<file path="config.mk">
export PLATFORM = sky130hd
export DESIGN_NAME = prio_irq_arb
export DESIGN_NICKNAME = d
export VERILOG_FILES = /design/src/rtl/irq_arb_pkg.sv /design/src/rtl/irq_cfg_regs.sv /design/src/rtl/irq_pick.sv /design/src/rtl/irq_accept.sv /design/src/rtl/prio_irq_arb.sv
export SDC_FILE = /design/constraint.sdc
export NUM_CORES = 1
export LEC_CHECK = 0
export BUFFER_PORTS_ARGS = -buffer_cell sky130_fd_sc_hd__buf_2
export CAP_MARGIN = 40
export CORE_UTILIZATION = 60
export CTS_BUF_LIST = sky130_fd_sc_hd__clkbuf_8
export DETAILED_ROUTE_END_ITERATION = 8
export GPL_TIMING_DRIVEN = 0
export PLACE_DENSITY_LB_ADDON = 0.05
export SLEW_MARGIN = 20
export SYNTH_ARGS = -nofsm -noshare
export SYNTH_HDL_FRONTEND = slang
export SYNTH_HIERARCHICAL = 1
export SYNTH_SLANG_ARGS = --single-unit
</file>
<file path="constraint.sdc">
create_clock -name clk -period 21.9 [get_ports clk]
set_input_delay 1.095 -clock clk [delete_from_list [all_inputs] [get_ports clk]]
set_output_delay 1.095 -clock clk [all_outputs]
set_load 0.1 [all_outputs]
</file>
<file path="src/rtl/irq_arb_pkg.sv">
package irq_arb_pkg;
    localparam int SRC_N       = 8;
    localparam int LVL_W       = 4;
    localparam int SRC_PER_REG = 4;
    localparam int PRIO_REGS   = (SRC_N + SRC_PER_REG - 1) / SRC_PER_REG;
    localparam int IDX_W       = $clog2(SRC_N);
    localparam int DATA_W      = SRC_PER_REG * LVL_W;
    localparam int ADDR_W      = 3;
    localparam int CODE_W      = 12;

    localparam logic [ADDR_W-1:0] ADDR_MSET = 3'd4;
    localparam logic [ADDR_W-1:0] ADDR_MCLR = 3'd5;

    localparam logic [CODE_W-1:0] CODE_BASE = 12'h200;
    localparam logic [CODE_W-1:0] CODE_STEP = 12'h020;

    typedef logic [LVL_W-1:0] lvl_t;
    typedef logic [IDX_W-1:0] idx_t;
    typedef logic [SRC_N-1:0] vec_t;

    typedef struct packed {
        logic valid;
        idx_t idx;
        lvl_t lvl;
    } win_t;

    // Fixed ordering: higher level first, then lower source index.
    function automatic logic beats(lvl_t a_lvl, idx_t a_idx, lvl_t b_lvl, idx_t b_idx);
        return (a_lvl > b_lvl) || ((a_lvl == b_lvl) && (a_idx < b_idx));
    endfunction

    function automatic logic [CODE_W-1:0] event_code(idx_t i);
        return CODE_BASE + CODE_STEP * CODE_W'(i);
    endfunction
endpackage

</file>
<file path="src/rtl/irq_cfg_regs.sv">
module irq_cfg_regs
    import irq_arb_pkg::*;
(
    input  logic                    clk,
    input  logic                    rst,
    input  logic                    wr_en,
    input  logic [ADDR_W-1:0]       wr_addr,
    input  logic [DATA_W-1:0]       wr_data,
    output logic [SRC_N*LVL_W-1:0]  lvl_flat,
    output vec_t                    mask_o
);
    logic [DATA_W-1:0] prio_q [PRIO_REGS];
    vec_t              mask_q;
    vec_t              set_bits;
    vec_t              clr_bits;

    for (genvar r = 0; r < PRIO_REGS; r++) begin : g_prio
        always_ff @(posedge clk) begin
            if (rst) begin
                prio_q[r] <= '0;
            end else if (wr_en && (wr_addr == ADDR_W'(r))) begin
                prio_q[r] <= wr_data;
            end
        end
    end

    for (genvar s = 0; s < SRC_N; s++) begin : g_field
        assign lvl_flat[s*LVL_W +: LVL_W] =
            prio_q[s / SRC_PER_REG][(s % SRC_PER_REG)*LVL_W +: LVL_W];
    end

    assign set_bits = (wr_en && wr_addr == ADDR_MSET) ? wr_data[SRC_N-1:0] : '0;
    assign clr_bits = (wr_en && wr_addr == ADDR_MCLR) ? wr_data[SRC_N-1:0] : '0;

    always_ff @(posedge clk) begin
        if (rst) begin
            mask_q <= '0;
        end else begin
            mask_q <= (mask_q | set_bits) & ~clr_bits;
        end
    end

    assign mask_o = mask_q;

    AST_MSET_STICKY: assert property (@(posedge clk) disable iff (rst)
        (wr_en && wr_addr == ADDR_MSET) |=>
            ((mask_q & $past(wr_data[SRC_N-1:0])) == $past(wr_data[SRC_N-1:0])));

    AST_MASK_CLR_ONLY: assert property (@(posedge clk) disable iff (rst)
        !(wr_en && wr_addr == ADDR_MCLR) |=>
            ((mask_q & $past(mask_q)) == $past(mask_q)));
endmodule

</file>
<file path="src/rtl/irq_pick.sv">
module irq_pick
    import irq_arb_pkg::*;
(
    input  logic                    clk,
    input  logic                    rst,
    input  vec_t                    elig,
    input  logic [SRC_N*LVL_W-1:0]  lvl_flat,
    output win_t                    win
);
    always_comb begin
        win = '0;
        for (int i = 0; i < SRC_N; i++) begin
            if (elig[i] && (!win.valid ||
                beats(lvl_flat[i*LVL_W +: LVL_W], idx_t'(i), win.lvl, win.idx))) begin
                win.valid = 1'b1;
                win.idx   = idx_t'(i);
                win.lvl   = lvl_flat[i*LVL_W +: LVL_W];
            end
        end
    end

    AST_WIN_ELIGIBLE: assert property (@(posedge clk) disable iff (rst)
        win.valid |-> elig[win.idx]);

    AST_WIN_PRESENT: assert property (@(posedge clk) disable iff (rst)
        (elig != '0) |-> win.valid);

    AST_WIN_LEVEL: assert property (@(posedge clk) disable iff (rst)
        win.valid |-> (win.lvl == lvl_flat[win.idx*LVL_W +: LVL_W]));
endmodule

</file>
<file path="src/rtl/irq_accept.sv">
module irq_accept
    import irq_arb_pkg::*;
(
    input  logic                    clk,
    input  logic                    rst,
    input  lvl_t                    cpu_mask,
    input  vec_t                    elig,
    input  logic [SRC_N*LVL_W-1:0]  lvl_flat,
    input  win_t                    win,
    output logic                    busy_o,
    output idx_t                    idx_o,
    output lvl_t                    lvl_o
);
    logic busy_q;
    idx_t idx_q;
    lvl_t lvl_q;
    lvl_t cur_lvl;
    logic held_ok;
    logic take_new;

    assign cur_lvl  = lvl_flat[idx_q*LVL_W +: LVL_W];
    assign held_ok  = busy_q && elig[idx_q] && (cur_lvl > cpu_mask);
    assign take_new = win.valid && (win.lvl > cpu_mask);

    always_ff @(posedge clk) begin
        if (rst) begin
            busy_q <= 1'b0;
            idx_q  <= '0;
            lvl_q  <= '0;
        end else if (held_ok) begin
            lvl_q  <= cur_lvl;
        end else if (take_new) begin
            busy_q <= 1'b1;
            idx_q  <= win.idx;
            lvl_q  <= win.lvl;
        end else begin
            busy_q <= 1'b0;
            idx_q  <= '0;
            lvl_q  <= '0;
        end
    end

    assign busy_o = busy_q;
    assign idx_o  = idx_q;
    assign lvl_o  = lvl_q;

    AST_ABOVE_MASK: assert property (@(posedge clk) disable iff (rst)
        busy_q |-> (lvl_q > $past(cpu_mask)));

    AST_LVL_NONZERO: assert property (@(posedge clk) disable iff (rst)
        busy_q |-> (lvl_q != '0));

    AST_ONE_CYCLE: assert property (@(posedge clk) disable iff (rst)
        (!busy_q && win.valid && win.lvl > cpu_mask) |=> busy_q);

    AST_NO_PREEMPT: assert property (@(posedge clk) disable iff (rst)
        (busy_q && elig[idx_q] && cur_lvl > cpu_mask) |=> (busy_q && $stable(idx_q)));
endmodule

</file>
<file path="src/rtl/prio_irq_arb.sv">
module prio_irq_arb
    import irq_arb_pkg::*;
(
    input  logic                clk,
    input  logic                rst,
    input  logic                wr_en,
    input  logic [ADDR_W-1:0]   wr_addr,
    input  logic [DATA_W-1:0]   wr_data,
    input  logic [SRC_N-1:0]    src_req,
    input  logic [LVL_W-1:0]    cpu_mask,
    output logic                cpu_irq,
    output logic [LVL_W-1:0]    irq_level,
    output logic [CODE_W-1:0]   irq_code
);
    logic [SRC_N*LVL_W-1:0] lvl_flat;
    vec_t                   mask_bits;
    vec_t                   elig;
    win_t                   win;
    logic                   busy;
    idx_t                   idx;
    lvl_t                   lvl;

    irq_cfg_regs u_regs (
        .clk      (clk),
        .rst      (rst),
        .wr_en    (wr_en),
        .wr_addr  (wr_addr),
        .wr_data  (wr_data),
        .lvl_flat (lvl_flat),
        .mask_o   (mask_bits)
    );

    assign elig = src_req & ~mask_bits;

    irq_pick u_pick (
        .clk      (clk),
        .rst      (rst),
        .elig     (elig),
        .lvl_flat (lvl_flat),
        .win      (win)
    );

    irq_accept u_accept (
        .clk      (clk),
        .rst      (rst),
        .cpu_mask (cpu_mask),
        .elig     (elig),
        .lvl_flat (lvl_flat),
        .win      (win),
        .busy_o   (busy),
        .idx_o    (idx),
        .lvl_o    (lvl)
    );

    assign cpu_irq   = busy;
    assign irq_level = lvl;
    assign irq_code  = busy ? event_code(idx) : '0;

    AST_IDLE_CODE: assert property (@(posedge clk) disable iff (rst)
        !cpu_irq |-> (irq_code == '0 && irq_level == '0));

    AST_MASKED_OUT: assert property (@(posedge clk) disable iff (rst)
        (cpu_irq && $past(cpu_irq) && $stable(irq_code)) |-> !$past(mask_bits[idx]));
endmodule

</file>
==> Implementation_results.wiki <==
{| class="wikitable"
! Metric !! Value
|-
| End-of-flow core utilization || between 70 and 80%
|-
| # DRC || 0
|-
| Number of placement rows || 29
|-
| Total area of multi-input combinational cells || between 2000 and 3000 sq um
|-
| Final period utilization || around 61%
|-
| Quantity of hold-fixing buffers added after cts || 0
|-
| Slew at the pin closest to its max-slew limit || approximately 0.84 ns
|-
| Initial antenna violation count || 0
|-
| ANT nets after route || 0
|-
| Fraction of synthesis flops using an asynchronous set or reset pin || 0%
|-
| Flop and latch count out of synthesis || 48
|-
| Top Ports || 51
|-
| RSZ-0062 raised after global routing || false
|-
| Fraction of layout instances using a drive strength above 1 || a little over a quarter
|-
| Clk sink count || between 40 and 50
|-
| Final Wtd Congestion || roughly 0.93
|-
| Number of port buffers || 42
|-
| Clock buffer count from CTS || 5
|-
| Area overhead of the layout relative to synthesis || 11.6%
|-
| Area of the core || between 6000 and 7000 sq um
|-
| Iteration-0 DRC count of the detailed router || about 380
|-
| Ys Warns || 6
|-
| Power density over the cells || between 90 and 100 nW/um^2
|-
| All-layer global routing usage || about 29%
|-
| Min Tclk post-route || 13.29 ns
|-
| Layout filler cell count || approximately 520
|-
| Vias || ~3400
|-
| Die Outline Area || between 7000 and 8000 sq um
|-
| Overall routed net length || between 9000 and 10000 um
|-
| Type of element capturing the critical path || flip-flop
|-
| Post-synthesis cell area || about 4000 sq um
|-
| Peak ir drop on the vdd network || 0.0000456 V
|-
| Final setup viols || 0
|-
| Height of the chip || 84.8 um
|-
| Clk buf depth || 2
|-
| Arrival time at the worst endpoint || 13.53 ns
|-
| Post-place setup slack || 8.31 ns
|-
| Gate count after technology mapping || slightly above 400
|-
| Cell area reported after detailed placement || ~4500 sq um
|-
| Critical path peak fanout || 10
|-
| Cell at the root of the clock tree || clkbuf_8
|-
| Total count of max-transition violations in the final report || 0
|-
| Fmax || between 0.07 and 0.08 GHz
|-
| Horizontal die dimension || 84.8 um
|-
| Total inserted antenna cells || 0
|-
| Via density per instance || 6.30
|-
| Placed wire-length estimate || 7860 um
|-
| Required @ worst endpoint || approximately 22 ns
|-
| Slowest cell delay on critical path || approximately 0.54 ns
|-
| Final worst setup slack || around 8.6 ns
|-
| Worst Path Class, Setup || in -> reg
|-
| Number of enable flip-flop cells after synthesis || 32
|-
| Resized Gates After CTS || 0
|-
| Worst Hold Class || reg -> reg
|-
| Global-route wire length before repair || roughly 16000 um
|-
| CTS tree || yes
|-
| Sum of negative setup slack || 0 ns
|-
| Total of max-cap violations || 0
|-
| H-tree depth reported by CTS || 2
|-
| Insertion delay to the later sink of the worst-skew pair || roughly 0.31 ns
|-
| Top_reg_cell synth || edfxtp_1
|-
| Static leakage || about 2 nW
|-
| Sequential cell area || roughly 1300 sq um
|-
| First-pass DRT Iterations || 7
|-
| Setup bufs post-CTS || 0
|-
| Most Frequent Cell on Critical Path || ha_1
|-
| Finished layout cell area || ~4600 sq um
|-
| Pin count of the biggest net entering global routing || 17
|-
| CP max stage cell || nor3b_1
|-
| Relative max-transition margin || a little over two fifths
|-
| Worst-case clock skew || 0.0106 ns
|-
| Most frequent cells in the layout || buf_2, ha_1, edfxtp_1, nand2_1, inv_1
|-
| Category of the worst setup path launch point || primary input
|-
| Hold Fails Final Rpt || 0
|-
| Starting utilization of the core area || a little under two thirds
|-
| Number of global-route vias before repair || 3208
|-
| Wirelength per Cell || ~18 um
|-
| Top delay family on crit path || compound AO/OA/AOI/OAI gates
|-
| Worst-path clk slew || 0.10 ns
|-
| Remaining global-route overflow || 0
|-
| Average cell area after synthesis || roughly 10 sq um
|-
| Portion of the post-synthesis area used by sequential elements || between 30% and 40%
|-
| Buffers and inverters on the worst path || 6
|-
| Number of library cell types mapped by synthesis || 67
|-
| Nets || approximately 540
|-
| Status || finished, final reports clean
|-
| Most common library cell in the layout ignoring fill and taps || buf_2
|}
[worst min-delay path: cells and delay by family (launching register included)]
kind,cells,cell delay [ns]
AO/OA/AOI/OAI,2,0.17
flip-flops,1,0.33
[layout make-up]
type | instances | share of cell area, %
clock buffers | 5 | 1.50
flip-flops and latches | 48 | 27.9
well taps | 77 | 2.10
multi-input cells | 316 | 57.0
inverters | 29 | 2.37
plain buffers | 23 | 3.49
repair buffers | 43 | 4.69
clock inverters | 3 | 0.926
[power by group]
part | total [mW] | internal (mW) | switching (mW)
registers | 0.113 | 0.105 | 0.00783
logic | 0.259 | 0.101 | 0.158
clock network | 0.0660 | 0.0339 | 0.0321
[metrics by stage]
step                power, mW  std cells  hold WS, ns
floorplan               0.314        416        0.504
global placement        0.358        535        0.513
detailed placement      0.366        535        0.526
CTS                     0.433        543        0.535
global route            0.464        544        0.555
finish                  0.439        544        0.535
[state kept, by name, indices dropped and copies added, names as in the netlist]
| name | count |
|---|---|
| u_accept/lvl_o | 4 |
| u_accept/busy_o | 1 |
| u_accept/idx_o | 3 |
| u_regs/prio_q | 32 |
| u_regs/mask_o | 8 |
[routing by layer]
| metal | GRT usage [%] | vias to the layer above | part of all wire (%) |
|---|---|---|---|
| li1 | - | 1638 | - |
| met1 | 37.9 | 1560 | 44 |
| met2 | 48.9 | 191 | 46 |
| met3 | 3.02 | 40 | 6.8 |
| met4 | 12.0 | 0 | 4.0 |
| met5 | 0 | - | 0 |
[cell families (layout without fill, tap and decap cells)]
| logic type | count (synthesis) | count (layout) | share of synthesized area, % |
|---|---|---|---|
| AND/OR/NAND/NOR | 151 | 151 | 22.6 |
| AO/OA/AOI/OAI | 97 | 97 | 19.3 |
| buffers and inverters | 52 | 103 | 6.54 |
| flip-flops | 48 | 48 | 31.1 |
| adder cells (fa/ha/maj) | 36 | 36 | 10.9 |
| multiplexers | 24 | 24 | 9.43 |
| other | 1 | 8 | 0.0911 |
[synth_stat cells (3+ instances only)]
cell type | count | area share [%]
nor4_4 | 3 | 1.6
nor2_1 | 22 | 2.0
and2_1 | 18 | 2.7
a31oi_1 | 4 | 0.61
ha_1 | 36 | 11
edfxtp_1 | 32 | 23
mux2i_1 | 11 | 2.7
and2_2 | 18 | 3.3
mux4_1 | 8 | 5.1
nand2_1 | 30 | 2.7
a21oi_1 | 24 | 2.9
a21o_1 | 6 | 1.1
o211ai_1 | 6 | 1.1
o21ai_0 | 5 | 0.61
a221o_1 | 6 | 1.5
or2_2 | 3 | 0.46
nor2b_2 | 8 | 1.7
nor3_1 | 5 | 0.61
buf_6 | 3 | 0.82
nand2b_1 | 13 | 2.0
and3_1 | 3 | 0.46
buf_2 | 5 | 0.61
nor2b_1 | 5 | 0.76
dfxtp_1 | 16 | 7.8
nand4_1 | 5 | 0.76
nor4_1 | 4 | 0.61
inv_1 | 28 | 2.6
mux2_2 | 3 | 0.82
o31ai_1 | 6 | 1.1
a31oi_4 | 3 | 1.6
a211oi_1 | 16 | 2.9
a22oi_1 | 3 | 0.55
buf_4 | 12 | 2.2
[worst paths after layout]
kind / start / slack (ns) / endpoint / depth (start not counted)
hold / removal: u_regs/mask_o[2]$_SDFF_PP0_ / 0.53 / u_regs/mask_o[2]$_SDFF_PP0_ / 2
hold reg to reg: u_regs/mask_o[2]$_SDFF_PP0_ / 0.53 / u_regs/mask_o[2]$_SDFF_PP0_ / 2
setup / recovery: src_req[0] / 8.61 / u_accept/lvl_o[1]$_SDFF_PP0_ / 56
setup reg to reg: u_regs/mask_o[0]$_SDFF_PP0_ / 9.17 / u_accept/lvl_o[1]$_SDFF_PP0_ / 55
Power figures use the tool's default switching activity.
